### config.mk
export PLATFORM = sky130hd
export DESIGN_NAME = bb_switch
export DESIGN_NICKNAME = d
export VERILOG_FILES = /design/src/rtl/bb_pkg.sv /design/src/rtl/bb_cmpx.sv /design/src/rtl/bb_sorter.sv /design/src/rtl/bb_dedup.sv /design/src/rtl/bb_omega.sv /design/src/rtl/bb_switch.sv
export SDC_FILE = /design/constraint.sdc
export NUM_CORES = 1
export LEC_CHECK = 0
export ABC_AREA = 1
export ABC_CLOCK_PERIOD_IN_PS = 6920
export BUFFER_PORTS_ARGS = -buffer_cell sky130_fd_sc_hd__buf_4
export CORE_MARGIN = 8
export CORE_UTILIZATION = 58
export CTS_BUF_LIST = sky130_fd_sc_hd__clkbuf_4 sky130_fd_sc_hd__clkbuf_8
export CTS_CLUSTER_DIAMETER = 30
export DETAILED_ROUTE_END_ITERATION = 8
export PLACE_DENSITY = 0.79
export SYNTH_ARGS = -nofsm -noshare
export SYNTH_HDL_FRONTEND = slang
export SYNTH_SLANG_ARGS = --single-unit
### constraint.sdc
create_clock -name clk -period 6.92 [get_ports clk]
set_input_delay 0.692 -clock clk [delete_from_list [all_inputs] [get_ports clk]]
set_output_delay 0.692 -clock clk [all_outputs]
set_load 0.02 [all_outputs]
### src/rtl/bb_pkg.sv
// Package: shared elaboration-time helpers for the sort-then-route switch.
// Assumes the port count is a power of two; lg is its base-2 logarithm.
package bb_pkg;

    // Block size of bitonic stage s (2, 4, 4, 8, 8, 8 for lg=3).
    function automatic int stage_blk(input int lg, input int s);
        int idx;
        int res;
        idx = 0;
        res = 0;
        for (int b = 1; b <= lg; b++) begin
            for (int j = b - 1; j >= 0; j--) begin
                if (idx == s) res = 1 << b;
                idx++;
            end
        end
        return res;
    endfunction

    // Partner distance of bitonic stage s (1, 2, 1, 4, 2, 1 for lg=3).
    function automatic int stage_dist(input int lg, input int s);
        int idx;
        int res;
        idx = 0;
        res = 0;
        for (int b = 1; b <= lg; b++) begin
            for (int j = b - 1; j >= 0; j--) begin
                if (idx == s) res = 1 << j;
                idx++;
            end
        end
        return res;
    endfunction

    // Perfect-shuffle position: rotate an lg-bit index left by one.
    function automatic int rotl(input int p, input int lg);
        return ((p << 1) | (p >> (lg - 1))) & ((1 << lg) - 1);
    endfunction

endpackage

### src/rtl/bb_cmpx.sv
// Compare-exchange element: orders two entries by their top KW key bits.
// ASCEND=1 puts the smaller key on lo_o; ASCEND=0 puts it on hi_o.
// Assumes the key occupies the most significant KW bits of each entry.
module bb_cmpx #(
    parameter int EW     = 15,
    parameter int KW     = 7,
    parameter bit ASCEND = 1'b1
) (
    input  logic [EW-1:0] a_i,
    input  logic [EW-1:0] b_i,
    output logic [EW-1:0] lo_o,
    output logic [EW-1:0] hi_o
);
    logic swap;

    // Swap when the pair is out of the requested order.
    always_comb begin
        swap = ASCEND ? (a_i[EW-1 -: KW] > b_i[EW-1 -: KW])
                      : (a_i[EW-1 -: KW] < b_i[EW-1 -: KW]);
        lo_o = swap ? b_i : a_i;
        hi_o = swap ? a_i : b_i;
    end
endmodule

### src/rtl/bb_sorter.sv
// Bitonic sorting network for N entries (N a power of two).
// Registers follow every PIPE stages and always the final stage.
// Assumes the key is the top KW bits of each entry; IDLE is the reset value.
module bb_sorter #(
    parameter int N    = 8,
    parameter int EW   = 15,
    parameter int KW   = 7,
    parameter int PIPE = 2
) (
    input  logic          clk,
    input  logic          rst_n,
    input  logic [EW-1:0] row_i [N],
    output logic [EW-1:0] row_o [N]
);
    localparam int L = $clog2(N);
    localparam int S = L * (L + 1) / 2;
    localparam logic [EW-1:0] IDLE = {1'b1, {(EW-1){1'b0}}};

    for (genvar s = 0; s < S; s++) begin : g_stg
        localparam int BK = bb_pkg::stage_blk(L, s);
        localparam int DJ = bb_pkg::stage_dist(L, s);
        logic [EW-1:0] din  [N];
        logic [EW-1:0] cx   [N];
        logic [EW-1:0] dout [N];

        if (s == 0) begin : g_head
            assign din = row_i;
        end else begin : g_link
            assign din = g_stg[s-1].dout;
        end

        for (genvar i = 0; i < N; i++) begin : g_el
            if ((i & DJ) == 0) begin : g_pair
                bb_cmpx #(.EW(EW), .KW(KW), .ASCEND((i & BK) == 0)) u_cx (
                    .a_i (din[i]),
                    .b_i (din[i+DJ]),
                    .lo_o(cx[i]),
                    .hi_o(cx[i+DJ])
                );
            end
        end

        if (((s + 1) % PIPE) == 0 || s == S - 1) begin : g_reg
            // Pipeline register for this stage group.
            always_ff @(posedge clk) begin
                for (int i = 0; i < N; i++)
                    dout[i] <= !rst_n ? IDLE : cx[i];
            end
        end else begin : g_wire
            assign dout = cx;
        end
    end

    assign row_o = g_stg[S-1].dout;

    for (genvar i = 1; i < N; i++) begin : g_chk
        assert_sorted_R9: assert property (@(posedge clk) disable iff (!rst_n)
            row_o[i-1][EW-1 -: KW] <= row_o[i][EW-1 -: KW]);
    end
endmodule

### src/rtl/bb_dedup.sv
// Dedup and pack: keeps the first entry of each equal-destination run in
// the sorted row, flags the shared port, and packs survivors to the top.
// Assumes input sorted by {idle, dest, lane}, so duplicates are adjacent.
module bb_dedup #(
    parameter int N  = 8,
    parameter int DW = 3,
    parameter int SW = 3,
    parameter int PW = 8
) (
    input  logic [1+DW+SW+PW-1:0] row_i [N],
    output logic [1+DW+SW+PW-1:0] row_o [N],
    output logic [N-1:0]          dup_o
);
    localparam int EW = 1 + DW + SW + PW;
    localparam logic [EW-1:0] IDLE = {1'b1, {(EW-1){1'b0}}};

    // Detect repeats, mark their port, and compact survivors by rank.
    always_comb begin
        logic [DW-1:0] rank;
        logic          cur_v;
        logic          same;
        rank  = '0;
        dup_o = '0;
        for (int i = 0; i < N; i++) row_o[i] = IDLE;
        for (int i = 0; i < N; i++) begin
            cur_v = !row_i[i][EW-1];
            same  = 1'b0;
            if (i > 0)
                same = cur_v && !row_i[i-1][EW-1] &&
                       (row_i[i-1][PW+SW +: DW] == row_i[i][PW+SW +: DW]);
            if (same) dup_o[row_i[i][PW+SW +: DW]] = 1'b1;
            if (cur_v && !same) begin
                row_o[rank] = row_i[i];
                rank = rank + 1'b1;
            end
        end
    end
endmodule

### src/rtl/bb_omega.sv
// Omega banyan fabric: log2(N) levels of perfect shuffle followed by 2x2
// elements steered by destination bits, most significant first (0 = upper).
// Assumes packed, destination-ordered input; reports any element collision.
module bb_omega #(
    parameter int N  = 8,
    parameter int DW = 3,
    parameter int SW = 3,
    parameter int PW = 8
) (
    input  logic [1+DW+SW+PW-1:0] row_i [N],
    output logic [1+DW+SW+PW-1:0] row_o [N],
    output logic [DW*N/2-1:0]     clash_o
);
    localparam int EW = 1 + DW + SW + PW;
    localparam int H  = N / 2;
    localparam logic [EW-1:0] IDLE = {1'b1, {(EW-1){1'b0}}};

    for (genvar k = 0; k < DW; k++) begin : g_lvl
        logic [EW-1:0] pv [N];
        logic [EW-1:0] sh [N];
        logic [EW-1:0] lv [N];

        if (k == 0) begin : g_head
            assign pv = row_i;
        end else begin : g_link
            assign pv = g_lvl[k-1].lv;
        end

        for (genvar p = 0; p < N; p++) begin : g_shuf
            assign sh[bb_pkg::rotl(p, DW)] = pv[p];
        end

        for (genvar m = 0; m < H; m++) begin : g_sw
            logic va, vb, ra, rb;
            assign va = !sh[2*m][EW-1];
            assign vb = !sh[2*m+1][EW-1];
            assign ra = sh[2*m][PW+SW+DW-1-k];
            assign rb = sh[2*m+1][PW+SW+DW-1-k];
            assign lv[2*m]   = (va && !ra) ? sh[2*m] : ((vb && !rb) ? sh[2*m+1] : IDLE);
            assign lv[2*m+1] = (va &&  ra) ? sh[2*m] : ((vb &&  rb) ? sh[2*m+1] : IDLE);
            assign clash_o[k*H+m] = va && vb && (ra == rb);
        end
    end

    assign row_o = g_lvl[DW-1].lv;
endmodule

### src/rtl/bb_switch.sv
// Sort-then-route switch top: packs lanes into keyed entries, sorts them,
// removes duplicates, routes through the banyan fabric, registers outputs.
// Assumes N is a power of two; latency is LATENCY cycles, fixed.
module bb_switch #(
    parameter int N         = 8,
    parameter int PW        = 8,
    parameter int SORT_PIPE = 2
) (
    input  logic                       clk,
    input  logic                       rst_n,
    input  logic [N-1:0]               in_valid,
    input  logic [N*$clog2(N)-1:0]     in_dest,
    input  logic [N*PW-1:0]            in_data,
    output logic [N-1:0]               out_valid,
    output logic [N*PW-1:0]            out_data,
    output logic [N-1:0]               out_dup
);
    localparam int DW        = $clog2(N);
    localparam int SW        = DW;
    localparam int KW        = 1 + DW + SW;
    localparam int EW        = KW + PW;
    localparam int STAGES    = DW * (DW + 1) / 2;
    localparam int SORT_REGS = (STAGES + SORT_PIPE - 1) / SORT_PIPE;
    localparam int LATENCY   = SORT_REGS + 1;

    logic [EW-1:0]        lane_row [N];
    logic [EW-1:0]        sort_row [N];
    logic [EW-1:0]        pack_row [N];
    logic [EW-1:0]        fab_row  [N];
    logic [N-1:0]         dup_port;
    logic [DW*N/2-1:0]    clash;

    // Build keyed entries; idle lanes get a cleared destination.
    for (genvar i = 0; i < N; i++) begin : g_lane
        assign lane_row[i] = {!in_valid[i],
                              in_valid[i] ? in_dest[i*DW +: DW] : {DW{1'b0}},
                              SW'(i),
                              in_data[i*PW +: PW]};
    end

    bb_sorter #(.N(N), .EW(EW), .KW(KW), .PIPE(SORT_PIPE)) u_sort (
        .clk  (clk),
        .rst_n(rst_n),
        .row_i(lane_row),
        .row_o(sort_row)
    );

    bb_dedup #(.N(N), .DW(DW), .SW(SW), .PW(PW)) u_dedup (
        .row_i(sort_row),
        .row_o(pack_row),
        .dup_o(dup_port)
    );

    bb_omega #(.N(N), .DW(DW), .SW(SW), .PW(PW)) u_fab (
        .row_i  (pack_row),
        .row_o  (fab_row),
        .clash_o(clash)
    );

    // Output register: per-port valid, masked payload and duplicate flag.
    always_ff @(posedge clk) begin
        if (!rst_n) begin
            out_valid <= '0;
            out_data  <= '0;
            out_dup   <= '0;
        end else begin
            for (int p = 0; p < N; p++) begin
                out_valid[p]         <= !fab_row[p][EW-1];
                out_data[p*PW +: PW] <= fab_row[p][EW-1] ? {PW{1'b0}} : fab_row[p][PW-1:0];
            end
            out_dup <= dup_port;
        end
    end

    assert_no_block_R4: assert property (@(posedge clk) disable iff (!rst_n)
        clash == '0);

    for (genvar p = 0; p < N; p++) begin : g_chk_port
        assert_port_match_R3: assert property (@(posedge clk) disable iff (!rst_n)
            !fab_row[p][EW-1] |-> (fab_row[p][PW+SW +: DW] == DW'(p)));
        assert_dup_winner_R7: assert property (@(posedge clk) disable iff (!rst_n)
            out_dup[p] |-> out_valid[p]);
    end

    for (genvar i = 1; i < N; i++) begin : g_chk_pack
        assert_packed_R6: assert property (@(posedge clk) disable iff (!rst_n)
            !pack_row[i][EW-1] |-> (!pack_row[i-1][EW-1] &&
             (pack_row[i-1][PW+SW +: DW] < pack_row[i][PW+SW +: DW])));
    end
endmodule

==> run summary <==
EDFF count, synth: 0
Crit path max-delay cell type: dfxtp_1
Final setup violation count: 0
Drt pass-1 iters: 9
First-pass GRT wire length: 163800 um
Maxcap violations: 0
Worst setup EP type: flip-flop
Synth Cell Area: 28760 um^2
Synth Warn #: 0
Initial antenna violation count: 1
Layout cell share with drive strength beyond 1: 0.1339
Worst Path Class, Setup: flip-flop to flip-flop
Top cells by area, synth: dfxtp_1 (28%), nand2_1 (15%), o21ai_0 (7.1%)
PD cells: 584.6 nW/um^2
IO Count: 178
Crit path arrival time: 7.03 ns
Grt total ovfl: 0
Core area: 48950 um^2
Hold Crit Class: primary input to flip-flop
Synthesized instance count: 4313
Area growth syn-to-layout: 11.16%
Max Fanout on Critical Path: 17
TritonCTS buffer count: 77
DP HPWL: 87280 um
PortBufs: 177
GP Congestion: 1.094
Seq pwr share: 0.190
H-tree Lvls: 3
Setup tns final: 0 ns
Synth top cells by count: nand2_1 (1182), o21ai_0 (410), dfxtp_1 (409)
Post-Route WL: 108700 um
Count leader, synth: nand2_1
CP Data Required Time: 7.49 ns
Netlist cell types: 57
Via count: 31130
Max incr delay on CP: 0.47 ns
Post-Syn Nets: 4559
R2r setup slk: 0.46 ns
Worst reg2reg path depth: 34
RSZ-0062 raised after global routing: false
Hold path start: in_data[1]
Final Hold Viols: 0
Slew Viols, Final: 0
Clk pwr share: 0.137
Worst R2R Start: u_sort.row_o[103]$_SDFF_PN0_
Max-slew headroom: 0.2034
Fin crit share: 0.9334
Cell repeated most along the worst path: nand2_1
Ys async rst share: 0
Net Switching: 10.72 mW
DR iter-0 viols: 3682
Hold EP: u_sort.g_stg[1].dout[76]$_SDFF_PN0_
Critical path buffers and inverters: 6
Post-route ant nets: 0
Longest Clk Path Bufs: 3
Rows: 81
Yosys top cell area share: 0.2847
Die area: 56970 um^2
FF-to-FF End: out_data[32]$_SDFF_PP0_
Fmax: 0.1548 GHz
Startpoint types: flip-flop
Layout Skew: 0.04372 ns
Largest net degree at the start of global routing: 68
Hold Path Stages: 3
Clock-pin slew on the worst setup and hold paths: 0.06 ns
CTS tree: built
Family with the most delay on the worst path: simple AND/OR/NAND/NOR gates
Comb pwr share: 0.673
Worst Tran Pin Value: 1.190 ns
FF+latch count, synth: 409
Initial Utilization: 0.5875
Synthesized area per cell: 6.668 um^2
Sw frac: 0.5735
Clk root buf: clkbuf_8
DIE HEIGHT: 238.7 um
Sequential share of the synthesized area: 0.2847
Postcts setup bufs: 0
Vias in the first global route: 28140
Max IR drop VDD: 0.5625 mV
Status: finished, final reports clean
Vias per cell: 6.092
Post-layout minimum cycle time: 6.459 ns
DRC: 0
Clk sinks: 409
Final hold slack: 0.3555 ns
Leakage: 14.87 nW
Hold_buf cts: 0
Wire per inst: 21.28 um
Yosys top cell by area: dfxtp_1
Int Power: 7.972 mW
Clock Latency Late Sink: 0.67 ns
Die Wd: 238.7 um
Overall Global Routing Usage: 0.3661
Final #Nets: 4638
Main flop type after synthesis: dfxtp_1
-- power by group through the flow --
stage / Sequential (mW) / Clock (mW) / Combinational (mW)
2_1_floorplan: 3.28 / 0 / 9.03
5_1_grt: 3.56 / 2.68 / 13.8
6_report: 3.54 / 2.57 / 12.6
3_5_place_dp: 3.54 / 0 / 12.1
3_3_place_gp: 3.53 / 0 / 11.9
4_1_cts: 3.49 / 2.57 / 12.2
-- layout make-up --
class	instances	area, um^2
fill	4536	16980
timing repair buffer	217	1629
tap	664	830.8
sequential	409	8188
clock buffer	101	1328
inverter	396	1494
clock inverter	31	365.4
multi-input combinational	3291	18130
antenna	1	2.502
-- how the worst max path moves through the flow --
| stage | from | endpoint | slack (ns) | cells past startpoint |
|---|---|---|---|---|
| final | u_sort.row_o[103]$_SDFF_PN0_ | out_data[32]$_SDFF_PP0_ | 0.46 | 34 |
| after global routing | u_sort.row_o[101]$_SDFF_PN0_ | out_data[61]$_SDFF_PP0_ | 0.02 | 36 |
| after CTS | u_sort.row_o[101]$_SDFF_PN0_ | out_data[8]$_SDFF_PP0_ | 0.50 | 36 |
| after detailed placement | u_sort.row_o[101]$_SDFF_PN0_ | out_data[8]$_SDFF_PP0_ | 0.58 | 36 |
| after global placement | u_sort.row_o[101]$_SDFF_PN0_ | out_data[15]$_SDFF_PP0_ | 0.74 | 35 |
| after floorplan | u_sort.row_o[119]$_SDFF_PN1_ | out_data[53]$_SDFF_PP0_ | 1.47 | 38 |
-- cell families after synthesis --
logic type | synth area share
compound gates | 0.2104
xor+xnor | 0.0009138
fa+ha+maj | 0.06439
buf+inv | 0.08579
flops | 0.2847
mux | 0.05012
simple gates | 0.3037
-- metrics by stage --
stage	util	cell area [um^2]	total power, mW	std cells	worst slack [ns]
floorplan	-	28760	12.31	4313	1.473
global placement	0.6181	30260	15.43	4977	0.7426
detailed placement	0.6181	30260	15.64	4977	0.5782
CTS	0.6527	31950	18.23	5109	0.4982
global route	0.6531	31970	20.01	5110	0.01963
finish	0.6531	31970	18.69	5110	0.4610
-- state kept, by name, summed over array words and instances (netlist names) --
register / cells
out_data: 64
out_dup: 8
out_valid: 8
u_sort.g_stg.dout: 233
u_sort.row_o: 96
-- routing by layer --
| metal | global-route usage | part of all wire | wire length, um | vias up |
|---|---|---|---|---|
| li1 | - | - | - | 14780 |
| met2 | 0.5614 | 0.43 | 46760 | 1802 |
| met4 | 0.1580 | 0.045 | 4898 | 0 |
| met1 | 0.4926 | 0.42 | 45270 | 14270 |
| met5 | 0 | 0 | 0 | - |
| met3 | 0.07757 | 0.11 | 11790 | 287 |
-- tightest hold or removal path: cells and delay by family --
kind,cells,cell delay [ns]
mux,1,0.08
buf+inv,1,0.08
compound gates,1,0.12
-- what timing repair did --
action	CTS	global route
hold endpoints to repair	0	0
endpoints found under the setup margin	0	12
resized for setup	0	4
-- cells in the final DEF, fill, tap and decap left out, types with 144 or more instances in the layout --
master   synthesis  routed
inv_1          348     348
nand3_1        288     287
a21oi_1        201     201
o22ai_1        211     211
buf_4           10     217
nor2_1         280     280
o21ai_0        410     410
mux2i_1        144     144
nand2_1       1182    1181
dfxtp_1        409     409
ha_1           148     148
(Power assumes the default switching activity.)
